### config.mk
export PLATFORM = sky130hd
export DESIGN_NAME = spi_cfg_port
export DESIGN_NICKNAME = d
export VERILOG_FILES = /design/src/rtl/spi_cfg_pkg.sv /design/src/rtl/spi_sync.sv /design/src/rtl/spi_byte_rx.sv /design/src/rtl/cfg_bank.sv /design/src/rtl/spi_cfg_port.sv
export SDC_FILE = /design/constraint.sdc
export NUM_CORES = 1
export LEC_CHECK = 0
export CELL_PAD_IN_SITES_DETAIL_PLACEMENT = 2
export CELL_PAD_IN_SITES_GLOBAL_PLACEMENT = 2
export CORE_ASPECT_RATIO = 0.75
export CORE_UTILIZATION = 33
export CTS_CLUSTER_DIAMETER = 120
export DETAILED_ROUTE_END_ITERATION = 7
export GPL_TIMING_DRIVEN = 0
export PLACE_DENSITY_LB_ADDON = 0.1
export SYNTH_ARGS = -nofsm -noshare
export SYNTH_HDL_FRONTEND = slang
export SYNTH_SLANG_ARGS = --single-unit
### constraint.sdc
create_clock -name clk_i -period 2.15 [get_ports clk_i]
set_clock_uncertainty 0.1 [all_clocks]
set_input_delay 0.43 -clock clk_i [delete_from_list [all_inputs] [get_ports clk_i]]
set_output_delay 0.43 -clock clk_i [all_outputs]
set_load 0.02 [all_outputs]
### src/rtl/spi_cfg_pkg.sv
package spi_cfg_pkg;
  localparam int BYTE_W = 8;
  localparam int ADDR_W = 6;
  localparam int NREG   = 6;

  typedef enum logic [1:0] {PH_ADDR, PH_SKIP, PH_DATA} phase_e;

  // writable bits per register; reserved positions stay zero
  function automatic logic [BYTE_W-1:0] wmask(input int unsigned a);
    case (a)
      1:       return 8'hDF;
      2:       return 8'h03;
      3:       return 8'hF7;
      4, 5:    return 8'hFF;
      default: return 8'h00;
    endcase
  endfunction
endpackage

### src/rtl/spi_sync.sv
module spi_sync #(
  parameter int             W       = 3,
  parameter int             STAGES  = 2,
  parameter logic [W-1:0]   RST_VAL = '0
) (
  input  logic         clk_i,
  input  logic         rst_ni,
  input  logic [W-1:0] d_i,
  output logic [W-1:0] q_o
);
  logic [W-1:0] st [STAGES];

  for (genvar s = 0; s < STAGES; s++) begin : g_stage
    always_ff @(posedge clk_i or negedge rst_ni) begin
      if (!rst_ni) st[s] <= RST_VAL;
      else if (s == 0) st[s] <= d_i;
      else st[s] <= st[(s == 0) ? 0 : s-1];
    end
  end

  assign q_o = st[STAGES-1];
endmodule

### src/rtl/spi_byte_rx.sv
module spi_byte_rx
  import spi_cfg_pkg::*;
(
  input  logic              clk_i,
  input  logic              rst_ni,
  input  logic              sclk_i,
  input  logic              sdi_i,
  input  logic              cs_act_i,
  output logic              wr_en_o,
  output logic [ADDR_W-1:0] wr_addr_o,
  output logic [BYTE_W-1:0] wr_data_o
);
  localparam int CNT_W = $clog2(BYTE_W);

  logic              sclk_q;
  logic              rise;
  logic [CNT_W-1:0]  bit_cnt;
  logic [BYTE_W-2:0] sh;
  logic [BYTE_W-1:0] nxt;
  logic              last_bit;
  phase_e            phase;
  logic [ADDR_W-1:0] addr;

  assign rise     = sclk_i & ~sclk_q;
  assign nxt      = {sh, sdi_i};
  assign last_bit = (bit_cnt == CNT_W'(BYTE_W-1));

  always_ff @(posedge clk_i or negedge rst_ni) begin
    if (!rst_ni) sclk_q <= 1'b0;
    else         sclk_q <= sclk_i;
  end

  always_ff @(posedge clk_i or negedge rst_ni) begin
    if (!rst_ni) begin
      bit_cnt <= '0;
      sh      <= '0;
      phase   <= PH_ADDR;
      addr    <= '0;
    end else if (!cs_act_i) begin
      bit_cnt <= '0;  // partial byte dropped
      phase   <= PH_ADDR;
    end else if (rise) begin
      sh      <= nxt[BYTE_W-2:0];
      bit_cnt <= bit_cnt + 1'b1;
      if (last_bit) begin
        case (phase)
          PH_ADDR: begin
            addr  <= nxt[ADDR_W-1:0];
            phase <= PH_SKIP;
          end
          PH_SKIP: phase <= PH_DATA;
          default: addr  <= addr + 1'b1;
        endcase
      end
    end
  end

  assign wr_en_o   = rise & cs_act_i & last_bit & (phase == PH_DATA);
  assign wr_addr_o = addr;
  assign wr_data_o = nxt;
endmodule

### src/rtl/cfg_bank.sv
module cfg_bank
  import spi_cfg_pkg::*;
(
  input  logic                        clk_i,
  input  logic                        rst_ni,
  input  logic                        wr_en_i,
  input  logic [ADDR_W-1:0]           wr_addr_i,
  input  logic [BYTE_W-1:0]           wr_data_i,
  output logic [NREG-1:0][BYTE_W-1:0] regs_o
);
  assign regs_o[0] = '0;

  for (genvar i = 1; i < NREG; i++) begin : g_reg
    logic [BYTE_W-1:0] q;
    always_ff @(posedge clk_i or negedge rst_ni) begin
      if (!rst_ni) q <= '0;
      else if (wr_en_i && wr_addr_i == ADDR_W'(i)) q <= wr_data_i & wmask(i);
    end
    assign regs_o[i] = q;
  end
endmodule

### src/rtl/spi_cfg_port.sv
module spi_cfg_port
  import spi_cfg_pkg::*;
#(
  parameter int SYNC_STAGES = 2
) (
  input  logic       clk_i,
  input  logic       rst_ni,
  input  logic       sclk_i,
  input  logic       sdi_i,
  input  logic       csn_i,
  input  logic       mute_i,
  input  logic       bypass_i,
  output logic       pdn_o,
  output logic       track_o,
  output logic       mute_o,
  output logic       bypass_o,
  output logic [2:0] port_mode_o,
  output logic       direct_down_o,
  output logic       low_delay_o,
  output logic [1:0] out_len_o,
  output logic [1:0] out_fmt_o,
  output logic [2:0] in_fmt_o,
  output logic [7:0] atten_l_o,
  output logic [7:0] atten_r_o
);
  logic [2:0]                  sync_q;
  logic                        cs_act;
  logic                        wr_en;
  logic [ADDR_W-1:0]           wr_addr;
  logic [BYTE_W-1:0]           wr_data;
  logic [NREG-1:0][BYTE_W-1:0] regs;
  logic                        unused;

  spi_sync #(.W(3), .STAGES(SYNC_STAGES), .RST_VAL(3'b100)) u_sync (
    .clk_i (clk_i),
    .rst_ni(rst_ni),
    .d_i   ({csn_i, sdi_i, sclk_i}),
    .q_o   (sync_q)
  );

  assign cs_act = ~sync_q[2];

  spi_byte_rx u_rx (
    .clk_i    (clk_i),
    .rst_ni   (rst_ni),
    .sclk_i   (sync_q[0]),
    .sdi_i    (sync_q[1]),
    .cs_act_i (cs_act),
    .wr_en_o  (wr_en),
    .wr_addr_o(wr_addr),
    .wr_data_o(wr_data)
  );

  cfg_bank u_bank (
    .clk_i    (clk_i),
    .rst_ni   (rst_ni),
    .wr_en_i  (wr_en),
    .wr_addr_i(wr_addr),
    .wr_data_i(wr_data),
    .regs_o   (regs)
  );

  assign pdn_o         = regs[1][7];
  assign track_o       = regs[1][6];
  assign mute_o        = regs[1][4] | mute_i;
  assign bypass_o      = regs[1][3] | bypass_i;
  assign port_mode_o   = regs[1][2:0];
  assign direct_down_o = regs[2][1];
  assign low_delay_o   = regs[2][0];
  assign out_len_o     = regs[3][7:6];
  assign out_fmt_o     = regs[3][5:4];
  assign in_fmt_o      = regs[3][2:0];
  assign atten_l_o     = regs[4];
  assign atten_r_o     = regs[5];

  assign unused = ^{regs[0], regs[1][5], regs[2][7:2], regs[3][3]};
endmodule

; Yosys cells after proc, flatten, opt, wreduce, memory -nomap -nowiden
; Cells that the tools add are included.
[totals]
register_bits = 57
latchBits = 0
mem_bits_rw = 0
rom_bits = 0
output_inout_bits = 32
wordCells = 50
mem_count = 0
[classes]
add_sub_neg = 2
mul = 0
div = 0
n_lt_le_gt_ge = 0
eq_ne = 8
shifts = 0
mux = 7
bitwise_logic = 9
reduce_logical = 12
[op_table]
columns = op, n
row1 = $eq 6x2->1 const B, 2
row2 = $eq 6x3->1 const B, 2
row3 = $pmux 6 s2, 1
row4 = $add 6x1->6 const B, 1
row5 = $eq 6x1->1 const B, 1
row6 = $mux 2, 3
row7 = $mux 3, 2
row8 = $logic_and 1x1->1, 5
row9 = $and 1x1->1, 4
row10 = $pmux 2 s2, 1
row11 = $reduce_and 4->1, 1
row12 = $reduce_bool 2->1, 2
row13 = $add 3x1->3 const B, 1
row14 = $eq 3x3->1 const B, 1
row15 = $not 1->1, 3
row16 = $reduce_and 3->1, 1
row17 = $reduce_bool 3->1, 1
row18 = $eq 2x1->1 const B, 1
row19 = $eq 2x2->1 const B, 1
row20 = $logic_not 2->1, 1
row21 = $or 1x1->1, 2
row22 = $reduce_and 2->1, 1

; Longest topological paths before layout
; Gate-level depths: netlist (run 1).
[depth]
depth_word = 6
ltp_mapped = 7

; By module
; A second synthesis (run 1) with hierarchy kept.
[hier_totals]
cells_unflattened = 189
hier_area_um2 = 2538.7
[by_module_without_submodules]
columns = mod, n_inst, cells_each, area_per_inst_um2, seq_area_each_um2
row1 = cfg_bank, 1, 93, 1408.9, 800.8
row2 = spi_byte_rx, 1, 84, 938.4, 475.5
row3 = spi_sync, 1, 9, 175.2, 152.6
row4 = spi_cfg_port, 1, 3, 16.3, 0.0

; Worst setup path before layout (run 1)
; OpenSTA, ideal clock, no wires.
[synth_timing]
path_kind = register to register
start = register u_rx.bit_cnt[0]
end = register u_bank.g_reg[4].q[1]
setup_ps = 127
t_arrival_ps = 1761
setup_slack_ps = 162
path_stages_with_launch = 8
period_less_slack_ps = 1988
cell_sequence = dfrtp_1 > ha_1 > ha_1 > and4bb_4 > and2_1 > and4_1 > buf_4 > mux2_1
[synth_between]
elab_chain_len = 4
[synth_lines]
columns = item, line_no
row1 = from (decl), spi_byte_rx.sv:17  ; logic [CNT_W-1:0] bit_cnt;
row2 = from (signal assigned), spi_byte_rx.sv:44  ; bit_cnt <= bit_cnt + 1'b1;
row3 = $eq 3x3->1, spi_byte_rx.sv:26  ; assign last_bit = (bit_cnt == CNT_W'(BYTE_W-1));
row4 = $and 1x1->1 (2 in series), spi_byte_rx.sv:58  ; assign wr_en_o = rise & cs_act_i & last_bit & (phase == PH_DATA);
row5 = $logic_and 1x1->1, cfg_bank.sv:17  ; else if (wr_en_i && wr_addr_i == ADDR_W'(i)) q <= wr_data_i & wmask(i);
row6 = to (signal assigned), cfg_bank.sv:17
row7 = to (decl), cfg_bank.sv:14  ; logic [BYTE_W-1:0] q;
; No other way between the ends.
; A chain may end at the register's enable or synchronous reset.

; Final worst setup path (run 1)
[layout_timing]
start = register u_rx.bit_cnt[1]
end = register u_bank.g_reg[4].q[3]
; The elaborated chain is that of the path after synthesis.

==> impl_metrics.prom, run 1 <==
# TYPE chip_impl_metric gauge
chip_impl_metric{name="final.min_clock_period",unit="ns"} 2.06
chip_impl_metric{name="wl",unit="um"} 6000
chip_impl_info{name="final_common_cell",value="sky130_fd_sc_hd__dfrtp_1"} 1
chip_impl_metric{name="count_of_different_cell_masters_after_synthesis",unit=""} 33
chip_impl_metric{name="maxCapViolCount",unit=""} 0
chip_impl_metric{name="maxSlewHeadroom",unit="%"} 51.2
chip_impl_metric{name="worst-slew-pin-transition",unit="ns"} 0.729
chip_impl_metric{name="postSynthAreaPerCell",unit="sq um"} 13.7
chip_impl_metric{name="overflow",unit=""} 0
chip_impl_metric{name="insertion_delay",unit="ns"} 0.33
chip_impl_metric{name="syn-num-nets",unit=""} 203
chip_impl_metric{name="setup_violating_endpoint_count_in_the_final_report",unit=""} 0
chip_impl_metric{name="mappedNetlistArea",unit="sq mm"} 0.00259
chip_impl_metric{name="first_iter_violations",unit=""} 59
chip_impl_metric{name="max_ir_drop_vdd",unit="V"} 0.000326
chip_impl_metric{name="synth_sequential_area_ratio",unit="%"} 55.1
chip_impl_metric{name="grt_pass1_vias",unit=""} 1857
chip_impl_metric{name="routed_via_density",unit=""} 4.64
chip_impl_metric{name="multi_input_area",unit="sq um"} 947
chip_impl_metric{name="finalHoldViolations",unit=""} 0
chip_impl_metric{name="vertical_die_dimension",unit="um"} 78.8
chip_impl_metric{name="clockBufferDepth",unit=""} 2
chip_impl_info{name="tritoncts",value="done"} 1
chip_impl_metric{name="routability_congestion_estimate_from_global_placement",unit=""} 0.719
chip_impl_metric{name="tritoncts_buffer_count",unit=""} 9
chip_impl_metric{name="placeableCoreArea",unit="sq mm"} 0.00747
chip_impl_metric{name="hold_buffers",unit=""} 0
chip_impl_metric{name="wire_per_inst",unit="um"} 17.1
chip_impl_metric{name="cts_num_sinks",unit=""} 57
chip_impl_metric{name="critical_path_peak_fanout",unit=""} 8
chip_impl_info{name="cp-start-kind",value="flop"} 1
chip_impl_info{name="endpoint_kind",value="flop"} 1
chip_impl_metric{name="static-leakage-power",unit="nW"} 1.67
chip_impl_metric{name="die_width",unit="um"} 104
chip_impl_info{name="outcome",value="complete, no violations"} 1
chip_impl_metric{name="stdcell_area",unit="sq mm"} 0.00336
chip_impl_metric{name="antenna_cells",unit=""} 0
chip_impl_metric{name="areaGrowthSynthToFinish",unit="%"} 29.4
chip_impl_metric{name="layout.filler_cells",unit=""} 737
chip_impl_metric{name="h_tree_level_count",unit=""} 3
chip_impl_metric{name="drt-pass1-iter-count",unit=""} 4
chip_impl_metric{name="place_area",unit="sq mm"} 0.00312
chip_impl_metric{name="timing.final.max_slew_violations",unit=""} 0
chip_impl_metric{name="io_pins",unit=""} 39
chip_impl_metric{name="drc_violations",unit=""} 0
chip_impl_metric{name="grt_pass1_wl",unit="um"} 10100
chip_impl_metric{name="row_count",unit=""} 27
chip_impl_metric{name="number_of_storage_elements_in_the_synthesis_netlist",unit=""} 57
chip_impl_info{name="critPathKind",value="flop to flop"} 1
chip_impl_metric{name="initial_utilization",unit="%"} 34.8
chip_impl_metric{name="clock.fmax",unit="MHz"} 486
chip_impl_metric{name="stdcell_count",unit=""} 350
chip_impl_info{name="clockRootBuffer",value="sky130_fd_sc_hd__clkbuf_8"} 1
chip_impl_info{name="most-common-layout-cells",value="sky130_fd_sc_hd__dfrtp_1 (55), sky130_fd_sc_hd__clkdlybuf4s50_1 (35), sky130_fd_sc_hd__buf_4 (31)"} 1
chip_impl_metric{name="die_footprint",unit="sq mm"} 0.00823
chip_impl_metric{name="power.density",unit="mW/mm^2"} 678
chip_impl_metric{name="critPathArrivalTime",unit="ns"} 2.17
chip_impl_metric{name="min_period_over_period",unit="%"} 95.8
chip_impl_metric{name="dp.cells",unit=""} 330
chip_impl_metric{name="grt_max_degree",unit=""} 32
chip_impl_metric{name="globalRouteTotalUtil",unit="%"} 16.5
chip_impl_metric{name="post-dp-hpwl",unit="um"} 4320
chip_impl_metric{name="drive_gt1_share",unit="%"} 34.5
chip_impl_metric{name="regArea",unit="sq mm"} 0.00143
chip_impl_info{name="rsz0062_at_grt",value="false"} 1
chip_impl_metric{name="vias",unit=""} 1624
chip_impl_metric{name="critPathRequiredTime",unit="ns"} 2.26
chip_impl_metric{name="finish.net_count",unit=""} 257
chip_impl_metric{name="synthesis.instances",unit=""} 190
chip_impl_metric{name="worst_setup_hold_path_clk_slew",unit="ns"} 0.07
chip_impl_metric{name="ys_warn_count",unit=""} 0
chip_impl_info{name="hold_class",value="input port to asynchronous set/reset pin"} 1
chip_impl_metric{name="final_antenna_net_count",unit=""} 0
chip_impl_metric{name="io_buffer_count",unit=""} 38
chip_impl_metric{name="antenna_violations_before_repair",unit=""} 0
-- cell type report --
type	instances	area share, %
Buffer	31	6.93
Timing Repair Buffer	43	12.6
Sequential cell	57	42.5
Inverter	5	0.559
Multi-Input combinational cell	97	28.2
Tap cell	101	3.76
Clock buffer	10	4.10
Clock inverter	6	1.30
-- per-stage QoR --
step | hold WS (ns) | setup slack, ns | setup TNS (ns) | power [mW] | util (%)
final | 0.00201 | 0.0904 | 0 | 2.28 | 45.0
after global routing | 0.0317 | 0.0111 | 0 | 2.40 | 45.0
after CTS | 0.00627 | 0.00325 | 0 | 2.32 | 44.6
after detailed placement | 0.236 | -0.0656 | -0.882 | 1.39 | 41.7
after global placement | 0.234 | -1.15 | -64.53 | 1.37 | 41.5
after floorplan | 0.0344 | 0.162 | 0 | 1.29 | -
-- layer usage --
layer / part of all wire, % / up-vias / track usage, %
met1: 50 / 829 / 21.4
met5: 0 / - / 0
met2: 45 / 38 / 25.6
met3: 3.5 / 12 / 4.52
li1: - / 745 / -
met4: 1.8 / 0 / 8.00
-- cell families (layout without fill, tap and decap cells) --
family | count (synthesis) | count (layout) | synth area share (%)
multiplexers | 42 | 42 | 19.8
AND/OR/NAND/NOR | 30 | 30 | 7.52
AO/OA/AOI/OAI | 17 | 17 | 4.63
adder cells (fa/ha/maj) | 6 | 6 | 2.89
flip-flops | 57 | 57 | 55.1
XOR/XNOR | 2 | 2 | 0.675
buffers and inverters | 36 | 95 | 9.40
-- power breakdown --
group / internal (mW) / leakage (nW) / switching, mW
clock: 0.448 / 0.0805 / 0.461
sequential: 1.14 / 0.766 / 0.108
combinational: 0.0738 / 0.820 / 0.0521
total: 1.66 / 1.67 / 0.621
-- worst max-delay path, cell delays in order (launching register included) --
cell and delay [ns]:
sky130_fd_sc_hd__dfrtp_1 0.37, sky130_fd_sc_hd__ha_2 0.21, sky130_fd_sc_hd__ha_4 0.14, sky130_fd_sc_hd__and4bb_4 0.26
sky130_fd_sc_hd__and2_4 0.16, sky130_fd_sc_hd__and4_1 0.20, sky130_fd_sc_hd__buf_6 0.15, sky130_fd_sc_hd__mux2_1 0.34
-- synth_stat cells --
cell type	n	area share (%)
sky130_fd_sc_hd__a21oi_1	5	0.96
sky130_fd_sc_hd__or2_2	2	0.48
sky130_fd_sc_hd__a311oi_1	3	1.0
sky130_fd_sc_hd__a21boi_2	1	0.43
sky130_fd_sc_hd__nand2b_1	1	0.24
sky130_fd_sc_hd__dfstp_2	2	2.0
sky130_fd_sc_hd__and4b_4	1	0.53
sky130_fd_sc_hd__clkbuf_1	2	0.29
sky130_fd_sc_hd__nand3b_1	1	0.29
sky130_fd_sc_hd__nand2_1	3	0.43
sky130_fd_sc_hd__buf_4	29	8.4
sky130_fd_sc_hd__inv_1	5	0.72
sky130_fd_sc_hd__mux2_4	12	6.9
sky130_fd_sc_hd__mux2_1	20	8.7
sky130_fd_sc_hd__and2_1	1	0.24
sky130_fd_sc_hd__nor2_1	9	1.3
sky130_fd_sc_hd__xor2_1	1	0.34
sky130_fd_sc_hd__ha_1	6	2.9
sky130_fd_sc_hd__a31o_2	3	1.0
sky130_fd_sc_hd__and4_1	2	0.68
sky130_fd_sc_hd__and4bb_4	1	0.63
sky130_fd_sc_hd__nand2_4	2	0.87
sky130_fd_sc_hd__o211ai_1	1	0.29
sky130_fd_sc_hd__nand3_1	3	0.58
sky130_fd_sc_hd__nor4_2	1	0.48
sky130_fd_sc_hd__dfrtp_1	55	53
sky130_fd_sc_hd__mux2i_1	3	1.2
sky130_fd_sc_hd__xnor2_1	1	0.34
sky130_fd_sc_hd__o2bb2ai_1	1	0.34
sky130_fd_sc_hd__mux2_2	7	3.0
sky130_fd_sc_hd__o21ai_0	3	0.58
sky130_fd_sc_hd__and3_1	2	0.48
sky130_fd_sc_hd__nor3b_1	1	0.29
-- sequential cells by signal, summed over array words and instances (netlist names) --
| register | count |
|---|---|
| u_rx.sclk_q | 1 |
| u_rx.bit_cnt | 3 |
| u_rx.sh | 7 |
| u_bank.g.q | 32 |
| u_rx.wr_addr_o | 6 |
| u_sync.st | 3 |
| u_rx.phase | 2 |
| u_sync.q_o | 3 |
-- worst paths after layout --
kind                                             start                                to  slack [ns]  cells past startpoint
max reg2reg                u_rx.bit_cnt[1]$_DFFE_PN0P_  u_bank.g_reg[4].q[3]$_DFFE_PN0P_        0.09                      7
max                        u_rx.bit_cnt[1]$_DFFE_PN0P_  u_bank.g_reg[4].q[3]$_DFFE_PN0P_        0.09                      7
min                                             rst_ni  u_bank.g_reg[5].q[6]$_DFFE_PN0P_       0.002                      1
max in group asynchronous                       rst_ni     u_rx.wr_addr_o[5]$_DFFE_PN0P_        1.36                      2
min in group clk_i              u_sync.st[4]$_DFF_PN0_           u_sync.q_o[1]$_DFF_PN0_        0.25                      0
min reg2reg                     u_sync.st[4]$_DFF_PN0_           u_sync.q_o[1]$_DFF_PN0_        0.25                      0
-- repair_timing --
action | CTS | global route
buffers inserted | 3 | 1
cloned | 0 | 0
pin swaps | 1 | 0
endpoints found under the setup margin | 18 | 18
gates resized for setup | 6 | 3
No activity file was read; power rests on OpenSTA's default activity.
==> run 2, diff against run 1 <==
ABC_AREA = 1   (was default)
CORE_UTILIZATION = 30   (was 33)
==> impl_metrics.prom, run 2 <==
# TYPE chip_impl_metric gauge
chip_impl_info{name="outcome",value="finished, violations left"} 1
chip_impl_metric{name="row_count",unit=""} 29
chip_impl_metric{name="place_area",unit="sq mm"} 0.00327
chip_impl_metric{name="antenna_violations_before_repair",unit=""} 0
chip_impl_metric{name="initial_utilization",unit="%"} 31.7
chip_impl_metric{name="final.min_clock_period",unit="ns"} 1.97
chip_impl_info{name="largest_cells_by_area_after_synthesis",value="sky130_fd_sc_hd__dfrtp_1 (50%), sky130_fd_sc_hd__nand2_1 (15%), sky130_fd_sc_hd__nand3_1 (9.0%)"} 1
chip_impl_metric{name="preCtsSetupSlack",unit="ns"} -0.0526
chip_impl_metric{name="max_ir_drop_vdd",unit="V"} 0.000343
chip_impl_metric{name="cp_num_buf_inv",unit=""} 2
chip_impl_info{name="max_flop_register",value="u_bank.g.q"} 1
chip_impl_metric{name="die_width",unit="um"} 112
chip_impl_metric{name="clock.fmax",unit="MHz"} 507
chip_impl_metric{name="overflow",unit=""} 0
chip_impl_metric{name="io_buffer_count",unit=""} 38
chip_impl_metric{name="stdcell_area",unit="sq mm"} 0.00361
chip_impl_metric{name="power.density",unit="mW/mm^2"} 806
chip_impl_metric{name="grt_pass1_wl",unit="um"} 13300
chip_impl_info{name="crit_slowest_cell",value="sky130_fd_sc_hd__clkdlybuf4s50_1"} 1
chip_impl_info{name="post-synth-top-count-cell",value="sky130_fd_sc_hd__nand2_1"} 1
chip_impl_info{name="critPathKind",value="input port to output pin"} 1
chip_impl_metric{name="count_of_different_cell_masters_after_synthesis",unit=""} 21
chip_impl_metric{name="routability_congestion_estimate_from_global_placement",unit=""} 0.742
chip_impl_metric{name="first_iter_violations",unit=""} 68
chip_impl_metric{name="drc_violations",unit=""} 2
chip_impl_info{name="rsz0062_at_grt",value="false"} 1
chip_impl_metric{name="insertion_delay",unit="ns"} 0.32
chip_impl_info{name="endpoint_kind",value="output pin"} 1
chip_impl_info{name="hold_class",value="input port to asynchronous set/reset pin"} 1
chip_impl_metric{name="hold_buffers",unit=""} 0
chip_impl_metric{name="critical_path_peak_fanout",unit=""} 1
chip_impl_metric{name="tritoncts_buffer_count",unit=""} 9
chip_impl_info{name="critical_path.top_delay_family",value="buffers and inverters"} 1
chip_impl_metric{name="maxSlewHeadroom",unit="%"} 59.7
chip_impl_metric{name="routed_via_density",unit=""} 4.72
chip_impl_metric{name="wl",unit="um"} 7780
chip_impl_metric{name="setup_slack",unit="ns"} 0.176
chip_impl_metric{name="grt_pass1_vias",unit=""} 2498
chip_impl_metric{name="io_pins",unit=""} 39
chip_impl_metric{name="final_antenna_net_count",unit=""} 0
chip_impl_info{name="tritoncts",value="done"} 1
chip_impl_metric{name="layout.filler_cells",unit=""} 981
chip_impl_metric{name="worst_setup_hold_path_clk_slew",unit="ns"} 0.05
chip_impl_metric{name="h_tree_level_count",unit=""} 3
chip_impl_info{name="clockRootBuffer",value="sky130_fd_sc_hd__clkbuf_16"} 1
chip_impl_metric{name="synthesis.instances",unit=""} 310
chip_impl_metric{name="cts_num_sinks",unit=""} 57
chip_impl_metric{name="wire_per_inst",unit="um"} 16.4
chip_impl_metric{name="post-dp-hpwl",unit="um"} 5370
chip_impl_metric{name="finalHoldViolations",unit=""} 0
chip_impl_info{name="cp-start-kind",value="input port"} 1
chip_impl_metric{name="number_of_storage_elements_in_the_synthesis_netlist",unit=""} 57
chip_impl_metric{name="vias",unit=""} 2233
chip_impl_metric{name="syn-num-nets",unit=""} 323
chip_impl_metric{name="regArea",unit="sq mm"} 0.00143
chip_impl_metric{name="ys_warn_count",unit=""} 0
chip_impl_metric{name="largest_reg_flops",unit=""} 32
chip_impl_metric{name="synth_sequential_area_ratio",unit="%"} 52.2
chip_impl_metric{name="maximum_cell_stage_delay_along_the_critical_path",unit="ns"} 0.40
chip_impl_metric{name="drive_gt1_share",unit="%"} 19.5
chip_impl_metric{name="globalRouteTotalUtil",unit="%"} 18.6
chip_impl_metric{name="async_reset_ff_share",unit="%"} 100
chip_impl_metric{name="synth_largest_type_area_fraction",unit="%"} 50.3
chip_impl_metric{name="multi_input_area",unit="sq mm"} 0.00100
chip_impl_metric{name="clockBufferDepth",unit=""} 2
chip_impl_metric{name="static-leakage-power",unit="nW"} 1.81
chip_impl_metric{name="vertical_die_dimension",unit="um"} 84.7
chip_impl_info{name="final_common_cell",value="sky130_fd_sc_hd__nand2_1"} 1
chip_impl_metric{name="critPathArrivalTime",unit="ns"} 1.44
chip_impl_metric{name="count_of_flip_flops_with_a_built_in_enable_after_synthesis",unit=""} 0
chip_impl_metric{name="setup_violating_endpoint_count_in_the_final_report",unit=""} 0
chip_impl_info{name="synth_top_area_cell",value="sky130_fd_sc_hd__dfrtp_1"} 1
chip_impl_metric{name="postSynthAreaPerCell",unit="sq um"} 8.83
chip_impl_metric{name="mappedNetlistArea",unit="sq mm"} 0.00274
chip_impl_info{name="synthFlopType",value="sky130_fd_sc_hd__dfrtp_1"} 1
chip_impl_info{name="most-common-layout-cells",value="sky130_fd_sc_hd__nand2_1 (109), sky130_fd_sc_hd__dfrtp_1 (55), sky130_fd_sc_hd__nand3_1 (49)"} 1
chip_impl_metric{name="worst-slew-pin-transition",unit="ns"} 0.605
chip_impl_metric{name="r2r_slack",unit="ns"} 0.27
chip_impl_metric{name="final.setup.tns",unit="ns"} 0
chip_impl_metric{name="areaGrowthSynthToFinish",unit="%"} 31.7
chip_impl_metric{name="drt-pass1-iter-count",unit=""} 6
chip_impl_metric{name="min_period_over_period",unit="%"} 91.8
chip_impl_metric{name="die_footprint",unit="sq mm"} 0.00952
chip_impl_info{name="violations",value="DRC"} 1
chip_impl_metric{name="grt_max_degree",unit=""} 35
chip_impl_metric{name="timing.final.max_slew_violations",unit=""} 0
chip_impl_info{name="cell_types_with_the_highest_counts_after_synthesis",value="sky130_fd_sc_hd__nand2_1 (109), sky130_fd_sc_hd__dfrtp_1 (55), sky130_fd_sc_hd__nand3_1 (49)"} 1
chip_impl_metric{name="antenna_cells",unit=""} 0
chip_impl_metric{name="critPathRequiredTime",unit="ns"} 1.62
chip_impl_metric{name="maxCapViolCount",unit=""} 0
chip_impl_metric{name="placeableCoreArea",unit="sq mm"} 0.00864
chip_impl_info{name="crit_path_cell_trace",value="clkdlybuf4s50_1 -> or2_2 -> dlygate4sd2_1"} 1
chip_impl_metric{name="finish.net_count",unit=""} 373
-- run 2: cell type report --
class | count | area share, %
inverter | 16 | 1.67
clock buffer | 12 | 7.39
timing repair buffer | 39 | 10.9
tap | 108 | 3.75
sequential | 57 | 39.6
multi-input combinational | 206 | 27.8
clock inverter | 4 | 2.05
buffer | 31 | 6.80
-- run 2: routing by layer --
layer | routed length (um) | up-vias | global-route usage [%]
met2 | 3680 | 36 | 30.7
met1 | 3750 | 1128 | 24.1
met5 | 0 | - | 0
li1 | - | 1061 | -
met4 | 112 | 0 | 6.91
met3 | 235 | 8 | 4.19
-- run 2: report_power, final --
group	total (mW)	internal, mW	switching, mW
clock	1.61	1.11	0.500
combinational	0.101	0.0380	0.0635
sequential	1.20	1.11	0.0851
total	2.91	2.26	0.649
-- run 2: metrics by stage --
stage / power (mW) / std cells / hold slack [ns] / util (%)
final: 2.91 / 473 / 0.0169 / 41.8
after global routing: 3.02 / 473 / 0.0439 / 41.8
after CTS: 2.97 / 473 / 0.0232 / 41.8
after detailed placement: 1.32 / 457 / 0.247 / 37.8
after global placement: 1.31 / 456 / 0.232 / 37.7
after floorplan: 1.22 / 310 / 0.0344 / -
-- run 2: cell families after synthesis --
group | after synthesis | synth area share (%)
adders and majority gates | 6 | 2.74
and+or+nand+nor | 188 | 31.4
DFF | 57 | 52.2
AOI/OAI and AO/OA | 12 | 2.47
buffers and inverters | 47 | 11.2
-- run 2: worst reg2reg max path, cell delays in order, from the launching register on --
cell and delay (ns):
sky130_fd_sc_hd__dfrtp_1 0.38, sky130_fd_sc_hd__ha_1 0.16, sky130_fd_sc_hd__ha_1 0.24, sky130_fd_sc_hd__inv_1 0.07
sky130_fd_sc_hd__nor2_2 0.27, sky130_fd_sc_hd__nand3_1 0.31, sky130_fd_sc_hd__nand2_1 0.16, sky130_fd_sc_hd__nand2_1 0.07
-- run 2: path summary, 6_finish.rpt --
kind | startpoint | to | cells after the start
min reg2reg | u_sync.st[5]$_DFF_PN1_ | u_sync.q_o[2]$_DFF_PN1_ | 0
max | mute_i | mute_o | 3
max reg2reg | u_rx.bit_cnt[0]$_DFFE_PN0P_ | u_bank.g_reg[1].q[7]$_DFFE_PN0P_ | 7
min | rst_ni | u_rx.wr_addr_o[5]$_DFFE_PN0P_ | 1
min in group clk_i | u_sync.st[5]$_DFF_PN1_ | u_sync.q_o[2]$_DFF_PN1_ | 0
max in group asynchronous | rst_ni | u_sync.q_o[2]$_DFF_PN1_ | 2
-- run 2: timing repair --
item	4_1_cts	5_1_grt
endpoints found under the hold margin	0	0
gates resized for setup	2	0
endpoints found under the setup margin	2	0
setup buffers	0	0
==> run 3, diff against run 2 <==
CAP_MARGIN = 25   (was default)
==> impl_metrics.prom, run 3 (synthesis results as in run 2) <==
# TYPE chip_impl_metric gauge
chip_impl_info{name="outcome",value="finished, violations left"} 1
chip_impl_info{name="violations",value="DRC"} 1
chip_impl_metric{name="post-dp-hpwl",unit="um"} 5370
chip_impl_metric{name="clockBufferDepth",unit=""} 2
chip_impl_metric{name="wire_per_inst",unit="um"} 16.4
chip_impl_metric{name="initial_utilization",unit="%"} 31.7
chip_impl_info{name="max_flop_register",value="u_bank.g.q"} 1
chip_impl_metric{name="max_ir_drop_vdd",unit="V"} 0.000343
chip_impl_metric{name="maximum_cell_stage_delay_along_the_critical_path",unit="ns"} 0.40
chip_impl_metric{name="stdcell_count",unit=""} 473
chip_impl_metric{name="routed_via_density",unit=""} 4.72
chip_impl_info{name="most-common-layout-cells",value="sky130_fd_sc_hd__nand2_1 (109), sky130_fd_sc_hd__dfrtp_1 (55), sky130_fd_sc_hd__nand3_1 (49)"} 1
chip_impl_metric{name="wl",unit="um"} 7780
chip_impl_metric{name="power_report.internal_total",unit="mW"} 2.26
chip_impl_metric{name="cts_num_sinks",unit=""} 57
chip_impl_metric{name="maxSlewHeadroom",unit="%"} 59.7
chip_impl_metric{name="drt-pass1-iter-count",unit=""} 6
chip_impl_info{name="clockRootBuffer",value="sky130_fd_sc_hd__clkbuf_16"} 1
chip_impl_metric{name="cp_num_buf_inv",unit=""} 2
chip_impl_info{name="cp-start-kind",value="input port"} 1
chip_impl_metric{name="critPathArrivalTime",unit="ns"} 1.44
chip_impl_metric{name="insertion_delay",unit="ns"} 0.32
chip_impl_info{name="crit_slowest_cell",value="sky130_fd_sc_hd__clkdlybuf4s50_1"} 1
chip_impl_metric{name="drive_gt1_share",unit="%"} 19.5
chip_impl_metric{name="postCtsSetupRepairBufs",unit=""} 0
chip_impl_metric{name="critPathRequiredTime",unit="ns"} 1.62
chip_impl_info{name="timing.rr.start",value="u_rx.bit_cnt[0]$_DFFE_PN0P_"} 1
chip_impl_metric{name="switching_share",unit="%"} 22.3
chip_impl_info{name="critical_path.top_delay_family",value="buffers and inverters"} 1
chip_impl_metric{name="antenna_cells",unit=""} 0
chip_impl_metric{name="net-switching-power",unit="mW"} 0.649
chip_impl_info{name="critical_path.reg2reg.endpoint",value="u_bank.g_reg[1].q[7]$_DFFE_PN0P_"} 1
chip_impl_metric{name="worst_setup_hold_path_clk_slew",unit="ns"} 0.05
chip_impl_metric{name="postLayoutCoreUtil",unit="%"} 41.8
chip_impl_metric{name="vias",unit=""} 2233
chip_impl_metric{name="power.density",unit="mW/mm^2"} 806
chip_impl_metric{name="dp.cells",unit=""} 457
chip_impl_metric{name="share_clk_of_total_power",unit="%"} 55.3
chip_impl_metric{name="routability_congestion_estimate_from_global_placement",unit=""} 0.742
chip_impl_metric{name="largest_reg_flops",unit=""} 32
chip_impl_info{name="final_common_cell",value="sky130_fd_sc_hd__nand2_1"} 1
chip_impl_metric{name="setup_violating_endpoint_count_in_the_final_report",unit=""} 0
chip_impl_metric{name="row_count",unit=""} 29
chip_impl_metric{name="overflow",unit=""} 0
chip_impl_metric{name="timing.final.max_slew_violations",unit=""} 0
chip_impl_metric{name="die_footprint",unit="sq mm"} 0.00952
chip_impl_metric{name="h_tree_level_count",unit=""} 3
chip_impl_metric{name="worst_r2r_path_depth",unit=""} 7
chip_impl_metric{name="grt_pass1_wl",unit="um"} 13300
chip_impl_metric{name="globalRouteTotalUtil",unit="%"} 18.6
chip_impl_metric{name="io_pins",unit=""} 39
chip_impl_metric{name="drc_violations",unit=""} 2
chip_impl_info{name="crit_path_cell_trace",value="clkdlybuf4s50_1 -> or2_2 -> dlygate4sd2_1"} 1
chip_impl_metric{name="first_iter_violations",unit=""} 68
chip_impl_metric{name="static-leakage-power",unit="nW"} 1.81
chip_impl_metric{name="antenna_violations_before_repair",unit=""} 0
chip_impl_metric{name="grt_pass1_vias",unit=""} 2498
chip_impl_info{name="hold_class",value="input port to asynchronous set/reset pin"} 1
chip_impl_metric{name="maxCapViolCount",unit=""} 0
chip_impl_metric{name="final.min_clock_period",unit="ns"} 1.97
chip_impl_metric{name="final_antenna_net_count",unit=""} 0
chip_impl_metric{name="final.setup.tns",unit="ns"} 0
chip_impl_info{name="timing.critical_path.from",value="mute_i"} 1
chip_impl_metric{name="power.sequential.fraction",unit="%"} 41.2
chip_impl_metric{name="finalHoldViolations",unit=""} 0
chip_impl_info{name="tritoncts",value="done"} 1
chip_impl_metric{name="tritoncts_buffer_count",unit=""} 9
chip_impl_info{name="endpoint_kind",value="output pin"} 1
chip_impl_metric{name="min_period_over_period",unit="%"} 91.8
chip_impl_metric{name="die_width",unit="um"} 112
chip_impl_metric{name="r2r_slack",unit="ns"} 0.27
chip_impl_metric{name="io_buffer_count",unit=""} 38
chip_impl_metric{name="finalPower",unit="mW"} 2.91
chip_impl_info{name="rsz0062_at_grt",value="false"} 1
chip_impl_metric{name="critical_path_peak_fanout",unit=""} 1
chip_impl_metric{name="power.combinational.fraction",unit="%"} 3.5
chip_impl_metric{name="clock.fmax",unit="MHz"} 507
chip_impl_metric{name="worst-slew-pin-transition",unit="ns"} 0.605
chip_impl_metric{name="placeableCoreArea",unit="sq mm"} 0.00864
chip_impl_metric{name="finish.net_count",unit=""} 373
chip_impl_info{name="critPathKind",value="input port to output pin"} 1
chip_impl_metric{name="layout.filler_cells",unit=""} 981
chip_impl_metric{name="areaGrowthSynthToFinish",unit="%"} 31.7
chip_impl_metric{name="grt_max_degree",unit=""} 35
chip_impl_metric{name="vertical_die_dimension",unit="um"} 84.7
run 3: power groups by stage:
stage | Combinational [mW] | Clock [mW] | Sequential (mW)
final | 0.101 | 1.61 | 1.20
after global routing | 0.120 | 1.70 | 1.20
after CTS | 0.107 | 1.67 | 1.20
after detailed placement | 0.106 | 0 | 1.22
after global placement | 0.0991 | 0 | 1.21
after floorplan | 0.0508 | 0 | 1.17
run 3: how the worst max path moves through the flow:
stage,end,slack [ns],cells after the start
2_1_floorplan,u_rx.wr_addr_o[5]$_DFFE_PN0P_,0.68,8
3_3_place_gp,u_bank.g_reg[4].q[2]$_DFFE_PN0P_,-1.43,1
3_5_place_dp,mute_o,-0.05,3
4_1_cts,mute_o,0.16,3
5_1_grt,u_bank.g_reg[3].q[7]$_DFFE_PN0P_,0.07,7
6_report,mute_o,0.18,3
run 3: layout make-up:
type                            count  area (sq um)  area share [%]
Buffer                             31           245            6.80
Sequential cell                    57          1430            39.6
Clock buffer                       12           267            7.39
Timing Repair Buffer               39           393            10.9
Tap cell                          108           135            3.75
Inverter                           16          60.1            1.67
Multi-Input combinational cell    206          1000            27.8
Clock inverter                      4          73.8            2.05
run 3: through the flow:
stage	hold slack, ns	setup WS, ns	instance area [sq um]
final	0.0169	0.176	3610
after floorplan	0.0344	0.678	2740
after detailed placement	0.247	-0.0526	3270
after global placement	0.232	-1.43	3250
after CTS	0.0232	0.161	3610
after global routing	0.0439	0.0699	3610
run 3: routing by layer:
layer / part of all wire (%) / global-route usage, % / vias to the layer above / wire, um
met3: 3.0 / 4.19 / 8 / 235
met1: 48 / 24.1 / 1128 / 3750
li1: - / - / 1061 / -
met4: 1.4 / 6.91 / 0 / 112
met5: 0 / 0 / - / 0
met2: 47 / 30.7 / 36 / 3680
run 3: timing repair:
action,in CTS,in global routing
endpoints found under the setup margin,2,0
hold buffers,0,0
resized for setup,2,0
endpoints found under the hold margin,0,0
